File: config.mk
export PLATFORM = sky130hd
export DESIGN_NAME = ssp_burst_port
export DESIGN_NICKNAME = d
export VERILOG_FILES = /design/src/rtl/ssp_pkg.sv /design/src/rtl/ssp_sync.sv /design/src/rtl/ssp_byte_ram.sv /design/src/rtl/ssp_sclk_gen.sv /design/src/rtl/ssp_bit_engine.sv /design/src/rtl/ssp_burst_port.sv
export SDC_FILE = /design/constraint.sdc
export NUM_CORES = 1
export LEC_CHECK = 0
export CAP_MARGIN = 15
export CORE_MARGIN = 2
export CORE_UTILIZATION = 43
export CTS_BUF_LIST = sky130_fd_sc_hd__clkbuf_8
export CTS_CLUSTER_SIZE = 16
export DETAILED_ROUTE_END_ITERATION = 16
export GPL_ROUTABILITY_DRIVEN = 1
export GPL_TIMING_DRIVEN = 0
export PLACE_DENSITY = 0.65
export SETUP_SLACK_MARGIN = 0.05
export SKIP_LAST_GASP = 1
export SLEW_MARGIN = 15
export SYNTH_ARGS = -nofsm -noshare
export SYNTH_HDL_FRONTEND = slang
export SYNTH_SLANG_ARGS = --single-unit
File: constraint.sdc
create_clock -name clk -period 2.4 [get_ports clk]
set_clock_uncertainty 0.15 [all_clocks]
set_input_delay 0.24 -clock clk [delete_from_list [all_inputs] [get_ports clk]]
set_output_delay 0.24 -clock clk [all_outputs]
set_load 0.01 [all_outputs]
File: src/rtl/ssp_pkg.sv
package ssp_pkg;
  typedef enum logic [2:0] {
    ST_IDLE,
    ST_RDREQ,
    ST_RDCAP,
    ST_SHIFT,
    ST_WBACK
  } eng_state_t;
endpackage

File: src/rtl/ssp_sync.sv
module ssp_sync #(
  parameter int         W       = 1,
  parameter logic [0:0] RST_VAL = 1'b0
) (
  input  logic         clk,
  input  logic         rst,
  input  logic [W-1:0] d,
  output logic [W-1:0] q
);
  logic [W-1:0] meta;

  always_ff @(posedge clk) begin
    if (rst) begin
      meta <= {W{RST_VAL}};
      q    <= {W{RST_VAL}};
    end else begin
      meta <= d;
      q    <= meta;
    end
  end
endmodule

File: src/rtl/ssp_byte_ram.sv
module ssp_byte_ram #(
  parameter int W     = 8,
  parameter int DEPTH = 8,
  localparam int AW   = $clog2(DEPTH)
) (
  input  logic          clk,
  input  logic          we,
  input  logic [AW-1:0] waddr,
  input  logic [W-1:0]  wdata,
  input  logic          re,
  input  logic [AW-1:0] raddr,
  output logic [W-1:0]  rdata
);
  logic [W-1:0] mem [DEPTH];

  // no reset on the array or read register so a block RAM can be inferred
  always_ff @(posedge clk) begin
    if (we) mem[waddr] <= wdata;
    if (re) rdata <= mem[raddr];
  end
endmodule

File: src/rtl/ssp_sclk_gen.sv
module ssp_sclk_gen #(
  parameter int HALF_DIV = 80,
  localparam int CW      = (HALF_DIV > 1) ? $clog2(HALF_DIV) : 1
) (
  input  logic clk,
  input  logic rst,
  input  logic master,
  input  logic run,
  input  logic sck_in_s,
  output logic sck_o,
  output logic fall_evt,
  output logic rise_evt
);
  logic [CW-1:0] cnt;
  logic          sck_q;
  logic          s_prev;
  logic          wrap;

  assign wrap = (cnt == CW'(HALF_DIV - 1));

  always_ff @(posedge clk) begin
    if (rst || !run || !master) begin
      cnt   <= '0;
      sck_q <= 1'b1;
    end else if (wrap) begin
      cnt   <= '0;
      sck_q <= ~sck_q;
    end else begin
      cnt <= cnt + 1'b1;
    end
  end

  always_ff @(posedge clk) begin
    if (rst) s_prev <= 1'b1;
    else     s_prev <= sck_in_s;
  end

  always_comb begin
    if (master) begin
      fall_evt = run && wrap && sck_q;
      rise_evt = run && wrap && !sck_q;
    end else begin
      fall_evt = run && s_prev && !sck_in_s;
      rise_evt = run && !s_prev && sck_in_s;
    end
  end

  assign sck_o = sck_q;

  // generated clock sits high whenever the divider is not running
  a_r4_clock_parks_high: assert property (@(posedge clk) disable iff (rst)
    !$past(run) |-> sck_o);
endmodule

File: src/rtl/ssp_bit_engine.sv
module ssp_bit_engine
  import ssp_pkg::*;
#(
  parameter int W     = 8,
  parameter int DEPTH = 8,
  localparam int AW   = $clog2(DEPTH),
  localparam int BCW  = $clog2(W) + 1
) (
  input  logic          clk,
  input  logic          rst,
  input  logic          start,
  input  logic [AW-1:0] burst_len,
  input  logic          cs_mode,
  input  logic          cs_high,
  input  logic          fall_evt,
  input  logic          rise_evt,
  input  logic          sdi_s,
  output logic          run,
  output logic          busy,
  output logic          done,
  output logic          sdo,
  output logic          ram_re,
  output logic [AW-1:0] ram_raddr,
  input  logic [W-1:0]  ram_rdata,
  output logic          ram_we,
  output logic [AW-1:0] ram_waddr,
  output logic [W-1:0]  ram_wdata
);
  eng_state_t     state;
  logic [AW-1:0]  slot;
  logic [AW-1:0]  last;
  logic [W-1:0]   sh;
  logic [BCW-1:0] bits;
  logic           started;
  logic           held;

  assign held      = cs_mode && cs_high;
  assign run       = (state == ST_SHIFT) && !held;
  assign ram_re    = (state == ST_RDREQ);
  assign ram_raddr = slot;
  assign ram_we    = (state == ST_WBACK);
  assign ram_waddr = slot;
  assign ram_wdata = sh;

  always_ff @(posedge clk) begin
    if (rst) begin
      state   <= ST_IDLE;
      slot    <= '0;
      last    <= '0;
      sh      <= '0;
      bits    <= '0;
      started <= 1'b0;
      busy    <= 1'b0;
      done    <= 1'b0;
      sdo     <= 1'b1;
    end else begin
      done <= 1'b0;
      unique case (state)
        ST_IDLE: begin
          if (start) begin
            slot  <= '0;
            last  <= burst_len;
            busy  <= 1'b1;
            state <= ST_RDREQ;
          end
        end
        ST_RDREQ: state <= ST_RDCAP;
        ST_RDCAP: begin
          sh      <= ram_rdata;
          bits    <= '0;
          started <= 1'b0;
          state   <= ST_SHIFT;
        end
        ST_SHIFT: begin
          if (held && started) begin
            busy  <= 1'b0;
            state <= ST_IDLE;
          end else begin
            if (fall_evt) begin
              sdo     <= sh[W-1];
              started <= 1'b1;
            end
            if (rise_evt) begin
              sh   <= {sh[W-2:0], sdi_s};
              bits <= bits + 1'b1;
              if (bits == BCW'(W - 1)) state <= ST_WBACK;
            end
          end
        end
        ST_WBACK: begin
          if (slot == last) begin
            busy  <= 1'b0;
            done  <= 1'b1;
            state <= ST_IDLE;
          end else begin
            slot  <= slot + 1'b1;
            state <= ST_RDREQ;
          end
        end
        default: state <= ST_IDLE;
      endcase
    end
  end

  // serial edges reach the engine only while it is shifting
  a_r8_edges_only_when_shifting: assert property (@(posedge clk) disable iff (rst)
    (fall_evt || rise_evt) |-> (state == ST_SHIFT));
  // an accepted start raises busy on the next cycle
  a_r6_start_raises_busy: assert property (@(posedge clk) disable iff (rst)
    (start && !busy) |=> busy);
  // completion pulse only as busy falls
  a_r6_done_as_busy_falls: assert property (@(posedge clk) disable iff (rst)
    done |-> (!busy && $past(busy)));
  // slot index never passes the burst end
  a_r10_slot_within_burst: assert property (@(posedge clk) disable iff (rst)
    busy |-> (slot <= last));
endmodule

File: src/rtl/ssp_burst_port.sv
module ssp_burst_port #(
  parameter int DATA_W   = 8,
  parameter int DEPTH    = 8,
  parameter int HALF_DIV = 80,
  localparam int AW      = $clog2(DEPTH),
  localparam int CW      = $clog2(DEPTH + 1)
) (
  input  logic              clk,
  input  logic              rst,
  input  logic              cfg_master,
  input  logic              cfg_csmode,
  input  logic              push_en,
  input  logic [DATA_W-1:0] push_data,
  input  logic              pop_en,
  output logic [DATA_W-1:0] pop_data,
  input  logic              start,
  input  logic [AW-1:0]     burst_len,
  output logic              busy,
  output logic              done,
  input  logic              sck_in,
  output logic              sck_out,
  output logic              sck_oe,
  input  logic              sdi,
  output logic              sdo,
  output logic              sdo_oe,
  input  logic              cs_n
);
  logic              cs_s, sck_s, sdi_s;
  logic              run, fall_evt, rise_evt;
  logic              eng_re, eng_we;
  logic [AW-1:0]     eng_raddr, eng_waddr;
  logic [DATA_W-1:0] eng_wdata, ram_rdata;
  logic [CW-1:0]     wr_cnt;
  logic [AW-1:0]     rd_ptr;
  logic              start_ok, push_ok, pop_ok, cs_ok;

  ssp_sync #(.W(2), .RST_VAL(1'b1)) u_sync_hi (
    .clk(clk), .rst(rst), .d({cs_n, sck_in}), .q({cs_s, sck_s}));
  ssp_sync #(.W(1), .RST_VAL(1'b0)) u_sync_lo (
    .clk(clk), .rst(rst), .d(sdi), .q(sdi_s));

  assign start_ok = start && !busy;
  assign push_ok  = push_en && !busy && !start_ok && (wr_cnt < CW'(DEPTH));
  assign pop_ok   = pop_en && !busy && !start_ok;

  always_ff @(posedge clk) begin
    if (rst) begin
      wr_cnt <= '0;
      rd_ptr <= '0;
    end else if (start_ok) begin
      wr_cnt <= '0;
      rd_ptr <= '0;
    end else begin
      if (push_ok) wr_cnt <= wr_cnt + 1'b1;
      if (pop_ok)  rd_ptr <= rd_ptr + 1'b1;
    end
  end

  ssp_byte_ram #(.W(DATA_W), .DEPTH(DEPTH)) u_ram (
    .clk  (clk),
    .we   (eng_we || push_ok),
    .waddr(eng_we ? eng_waddr : wr_cnt[AW-1:0]),
    .wdata(eng_we ? eng_wdata : push_data),
    .re   (eng_re || pop_ok),
    .raddr(eng_re ? eng_raddr : rd_ptr),
    .rdata(ram_rdata)
  );

  ssp_sclk_gen #(.HALF_DIV(HALF_DIV)) u_clk (
    .clk(clk), .rst(rst), .master(cfg_master), .run(run), .sck_in_s(sck_s),
    .sck_o(sck_out), .fall_evt(fall_evt), .rise_evt(rise_evt));

  ssp_bit_engine #(.W(DATA_W), .DEPTH(DEPTH)) u_eng (
    .clk(clk), .rst(rst), .start(start_ok), .burst_len(burst_len),
    .cs_mode(cfg_csmode), .cs_high(cs_s), .fall_evt(fall_evt),
    .rise_evt(rise_evt), .sdi_s(sdi_s), .run(run), .busy(busy), .done(done),
    .sdo(sdo), .ram_re(eng_re), .ram_raddr(eng_raddr), .ram_rdata(ram_rdata),
    .ram_we(eng_we), .ram_waddr(eng_waddr), .ram_wdata(eng_wdata));

  assign pop_data = ram_rdata;
  assign cs_ok    = !cfg_csmode || !cs_s;

  always_ff @(posedge clk) begin
    if (rst) begin
      sdo_oe <= 1'b0;
      sck_oe <= 1'b0;
    end else begin
      sdo_oe <= cs_ok;
      sck_oe <= cfg_master && cs_ok;
    end
  end

  // fill level never exceeds the buffer depth
  a_r1_fill_bounded: assert property (@(posedge clk) disable iff (rst)
    wr_cnt <= CW'(DEPTH));
  // outside a burst the clock pin rests high
  a_r4_idle_clock_high: assert property (@(posedge clk) disable iff (rst)
    !busy |-> sck_out);
  // buffer write port never claimed by software and engine at once
  a_r3_single_writer: assert property (@(posedge clk) disable iff (rst)
    !(eng_we && push_ok));
endmodule

==> results of run 1 <==
[metal layers]
| metal | GRT usage [%] | vias to the layer above | part of all wire, % |
|---|---|---|---|
| li1 | - | 1628 | - |
| met1 | 21.87 | 1688 | 44 |
| met2 | 31.14 | 67 | 51 |
| met3 | 5.142 | 17 | 3.6 |
| met4 | 7.642 | 0 | 1.7 |
| met5 | 0 | - | 0 |
[metrics by stage]
step	total power [mW]	utilization (%)	instances	TNS, ns	setup WS [ns]
2_1_floorplan	2.866	-	400	-0.4868	-0.06084
3_3_place_gp	3.083	49.79	577	-30.09	-0.5118
3_5_place_dp	3.102	49.79	577	-33.39	-0.5655
4_1_cts	4.875	55.32	617	-0.5866	-0.08717
6_report	4.846	56.07	617	-0.1039	-0.02876
5_1_grt	5.044	56.07	617	-0.7918	-0.1110
[Yosys cell counts, drive strengths merged (2+ instances only)]
cell / number
mux4: 8
or3b: 3
a21oi: 15
nor2: 28
o31ai: 2
ha: 5
and3: 4
or2: 6
nand2b: 2
mux2i: 11
edfxtp: 72
a31oi: 6
dfxtp: 49
nand4b: 2
nor2b: 8
nor4: 2
inv: 6
buf: 5
xor2: 2
xnor2: 10
nor3: 7
mux2: 33
a21o: 3
nand2: 32
nand3b: 2
a211oi: 16
o21ai: 7
a41oi: 2
clkbuf: 17
or4: 4
nand3: 8
nor3b: 8
[cells by family (layout without fill, tap and decap cells)]
| kind of cell | Yosys count | in the layout |
|---|---|---|
| AO/OA/AOI/OAI | 61 | 61 |
| AND/OR/NAND/NOR | 121 | 121 |
| buffers and inverters | 28 | 102 |
| multiplexers | 52 | 52 |
| XOR/XNOR | 12 | 12 |
| adder cells (fa/ha/maj) | 5 | 5 |
| flip-flops | 121 | 121 |
[critical path: stages, from the launching register on]
cell and delay [ns]:
sky130_fd_sc_hd__dfxtp_1 0.34, sky130_fd_sc_hd__nor3b_4 0.28, sky130_fd_sc_hd__mux2i_4 0.29, sky130_fd_sc_hd__buf_12 0.17, sky130_fd_sc_hd__clkbuf_16 0.16, sky130_fd_sc_hd__mux2_4 0.30
sky130_fd_sc_hd__mux4_2 0.48
[cells in the final DEF, fill, tap and decap left out, drive strengths merged, types with 2 or more instances in the layout]
cell           instances
dfxtp                 49
nor4                   2
a211oi                16
o21ai                  7
and3                   4
or3b                   3
ha                     5
or2                    6
nand3                  8
nand3b                 2
nor3                   7
xnor2                 10
clkinv                 3
inv                   13
clkbuf                32
mux4                   8
clkdlybuf4s50         34
buf                   15
xor2                   2
o31ai                  2
nand2                 32
or4                    4
nor2b                  8
nor3b                  8
edfxtp                72
nand4b                 2
clkinvlp               4
a31oi                  6
mux2i                 11
mux2                  33
a21oi                 15
nand2b                 2
a41oi                  2
nor2                  28
a21o                   3
[area by class of cell]
cell class | count | area, um2 | share of cell area (%)
flip-flops and latches | 121 | 3146 | 48.71
repair buffers | 44 | 494.2 | 7.654
clock inverters | 15 | 142.6 | 2.209
clock buffers | 17 | 234.0 | 3.623
plain buffers | 20 | 125.1 | 1.938
multi-input cells | 251 | 2115 | 32.75
well taps | 143 | 178.9 | 2.771
inverters | 6 | 22.52 | 0.3488
[power by group]
part	internal (mW)	leakage, nW	total, mW	switching (mW)
clock	0.838	0.180	1.73	0.893
combinational	0.320	1.07	0.683	0.362
sequential	2.33	1.05	2.43	0.102
[timing repair]
action / in CTS / in global routing
cloned: 2 / 1
pin swaps: 2 / 3
buffers inserted: 7 / 0
setup endpoints to repair: 88 / 75
gates resized for setup: 33 / 21
[worst paths after layout]
check,slack [ns],endpoint
min,0.21,u_sync_lo.meta
max,-0.03,u_ram.rdata[3]
max reg2reg,-0.03,u_ram.rdata[3]
min reg2reg,0.28,u_sync_hi.q[1]
[registers in the layout (all words and copies together) (netlist names), 4 cells and up]
register         flops
u_ram.mem           64
u_eng.ram_wdata      8
u_ram.rdata          8
u_clk.cnt            7
u_eng.bits           4
wr_cnt               4
==> flow_summary.yaml, run 1 <==
yosys:
  ys_seq_elements: 121
  largest_family_of_logic_cells_by_synthesized_area: "multiplexers"
  syn_avg_cell_area_um2: 12.82
  synthesis.yosys.warnings: 0
  synth.cell_area_um2: 5127
  synth_cells: 400
  synth-main-ff-cell: "sky130_fd_sc_hd__edfxtp_1"
  synth_enable_flop_cells: 72
  yosys.area_share.xor_xnor_pct: 2.050
  synth_area_leader_cell: "sky130_fd_sc_hd__edfxtp_1"
  synth_sequential_area_ratio_pct: 61.30
  async_flop_share_pct: 0
  synth_nets: 426
  synthDistinctLibCells: 51
  simple_gate_share_of_the_synthesized_area_pct: 12.37
  synth_area_leaders: "sky130_fd_sc_hd__edfxtp_1, sky130_fd_sc_hd__dfxtp_1, sky130_fd_sc_hd__mux2_2, sky130_fd_sc_hd__mux4_2, sky130_fd_sc_hd__a211oi_1"
  synth.mux.area_fraction_pct: 12.98
  synth_fa_ha_area_share_pct: 1.220
  fraction_of_the_mapped_netlist_area_in_compound_gates_pct: 7.931
  synth_top_cell_area_share_pct: 42.17
hold_path:
  holdPathStages: 2
  timing.hold.worst.start: "sdi"
  hold_class: "primary input to flip-flop"
placed_design:
  placer_s_final_routability_congestion_estimate: 0.8795
  placed_area_um2: 5734
  dp_hpwl_mm: 7.564
  port-buffer-count: 34
clock_tree:
  cts_max_level: 4
  cts_tree: "done"
  cts_buffer_count: 17
  clkTransAtPathRegs_ns: 0.08
  cts-root-to-sink-buffers: 2
  cts.hold.buffers_added: 0
  worst_skew_pair_later_pin_latency_ns: 0.44
  numClockSinks: 121
  clockRootBuffer: "sky130_fd_sc_hd__clkbuf_8"
finish:
  area_growth_pct: 25.94
  stdcell_area_um2: 6457
  filler_cell_count: 923
  final_layout_size_suffix_gt1_share_pct: 25.11
  diodes: 0
  num-nets-final: 487
floorplanning:
  core.rowCount: 39
  die_area_um2: 12810
  fp.dieH_um: 113.2
  floorplan.initialDensity_pct: 44.52
  die_x_um: 113.2
  ios: 35
  core_um2: 11520
grt:
  number_of_global_route_vias_before_repair: 3536
  groute.usage.overall_pct: 18.30
  antenna_found_initial: 0
  grt_pass1_wl_mm: 17.95
  grt_start_max_net_pins: 17
  grt.overflow.total: 0
power:
  power_density_nw_per_um2: 750.5
  leakagePower_nw: 2.306
  irDropWorstVdd_v: 0.0003728
sta:
  timing.final.ws_setup_ns: -0.02876
  drv_slew: 0
  hold_violations: 0
  layout_worst_path_cycle_share_pct: 101.2
  worst_slew_margin_relative_to_its_limit_pct: 55.36
  unrepaired_setup_endpoints_after_global_routing: "true"
  max_freq_ghz: 0.4117
  setup_viol: 6
  finalWorstPathRequiredPeriod_ns: 2.429
  worst-slew-pin-transition_ns: 0.6645
  finalHoldWorstSlack_ns: 0.2113
critical_path:
  path_max_fanout: 7
  worstSetupStartpointType: "flip-flop"
  rr_startpoint: "u_eng.state[1]"
  critical_path.endpoint_type: "flip-flop"
  crit_start: "u_eng.state[1]"
  arrival_ns: 2.46
  path_class: "flip-flop to flip-flop"
  timing.critical_path.required_ns: 2.43
  worst-r2r-cell-count: 6
detailed_routing:
  first_pass_iters: 11
  routed_via_density: 5.511
  dr_total_vias: 3400
  ant_nets: 0
  detail_route.iter0.violations: 209
  drt_drc_violations_left: 3
  avgRoutedWirePerCell_um: 18.04
  totalWireLength_mm: 11.13
outcome:
  outcome: "complete, but fails checks"
  violations: "design-rule violations, negative setup slack"
flow_run:
  max-cap-violations: 0
No activity file was read; power rests on OpenSTA's default activity.
==> run 2, diff against run 1 <==
--- a/config.mk
+++ b/config.mk
@@ -11,7 +11,7 @@
 export CTS_BUF_LIST = sky130_fd_sc_hd__clkbuf_8
 export CTS_CLUSTER_SIZE = 16
 export DETAILED_ROUTE_END_ITERATION = 16
-export GPL_ROUTABILITY_DRIVEN = 1
+export GPL_ROUTABILITY_DRIVEN = 0
 export GPL_TIMING_DRIVEN = 0
 export PLACE_DENSITY = 0.65
 export SETUP_SLACK_MARGIN = 0.05
==> results of run 2 <==
No change in the layout: final DEF, timing and power equal those of run 1.
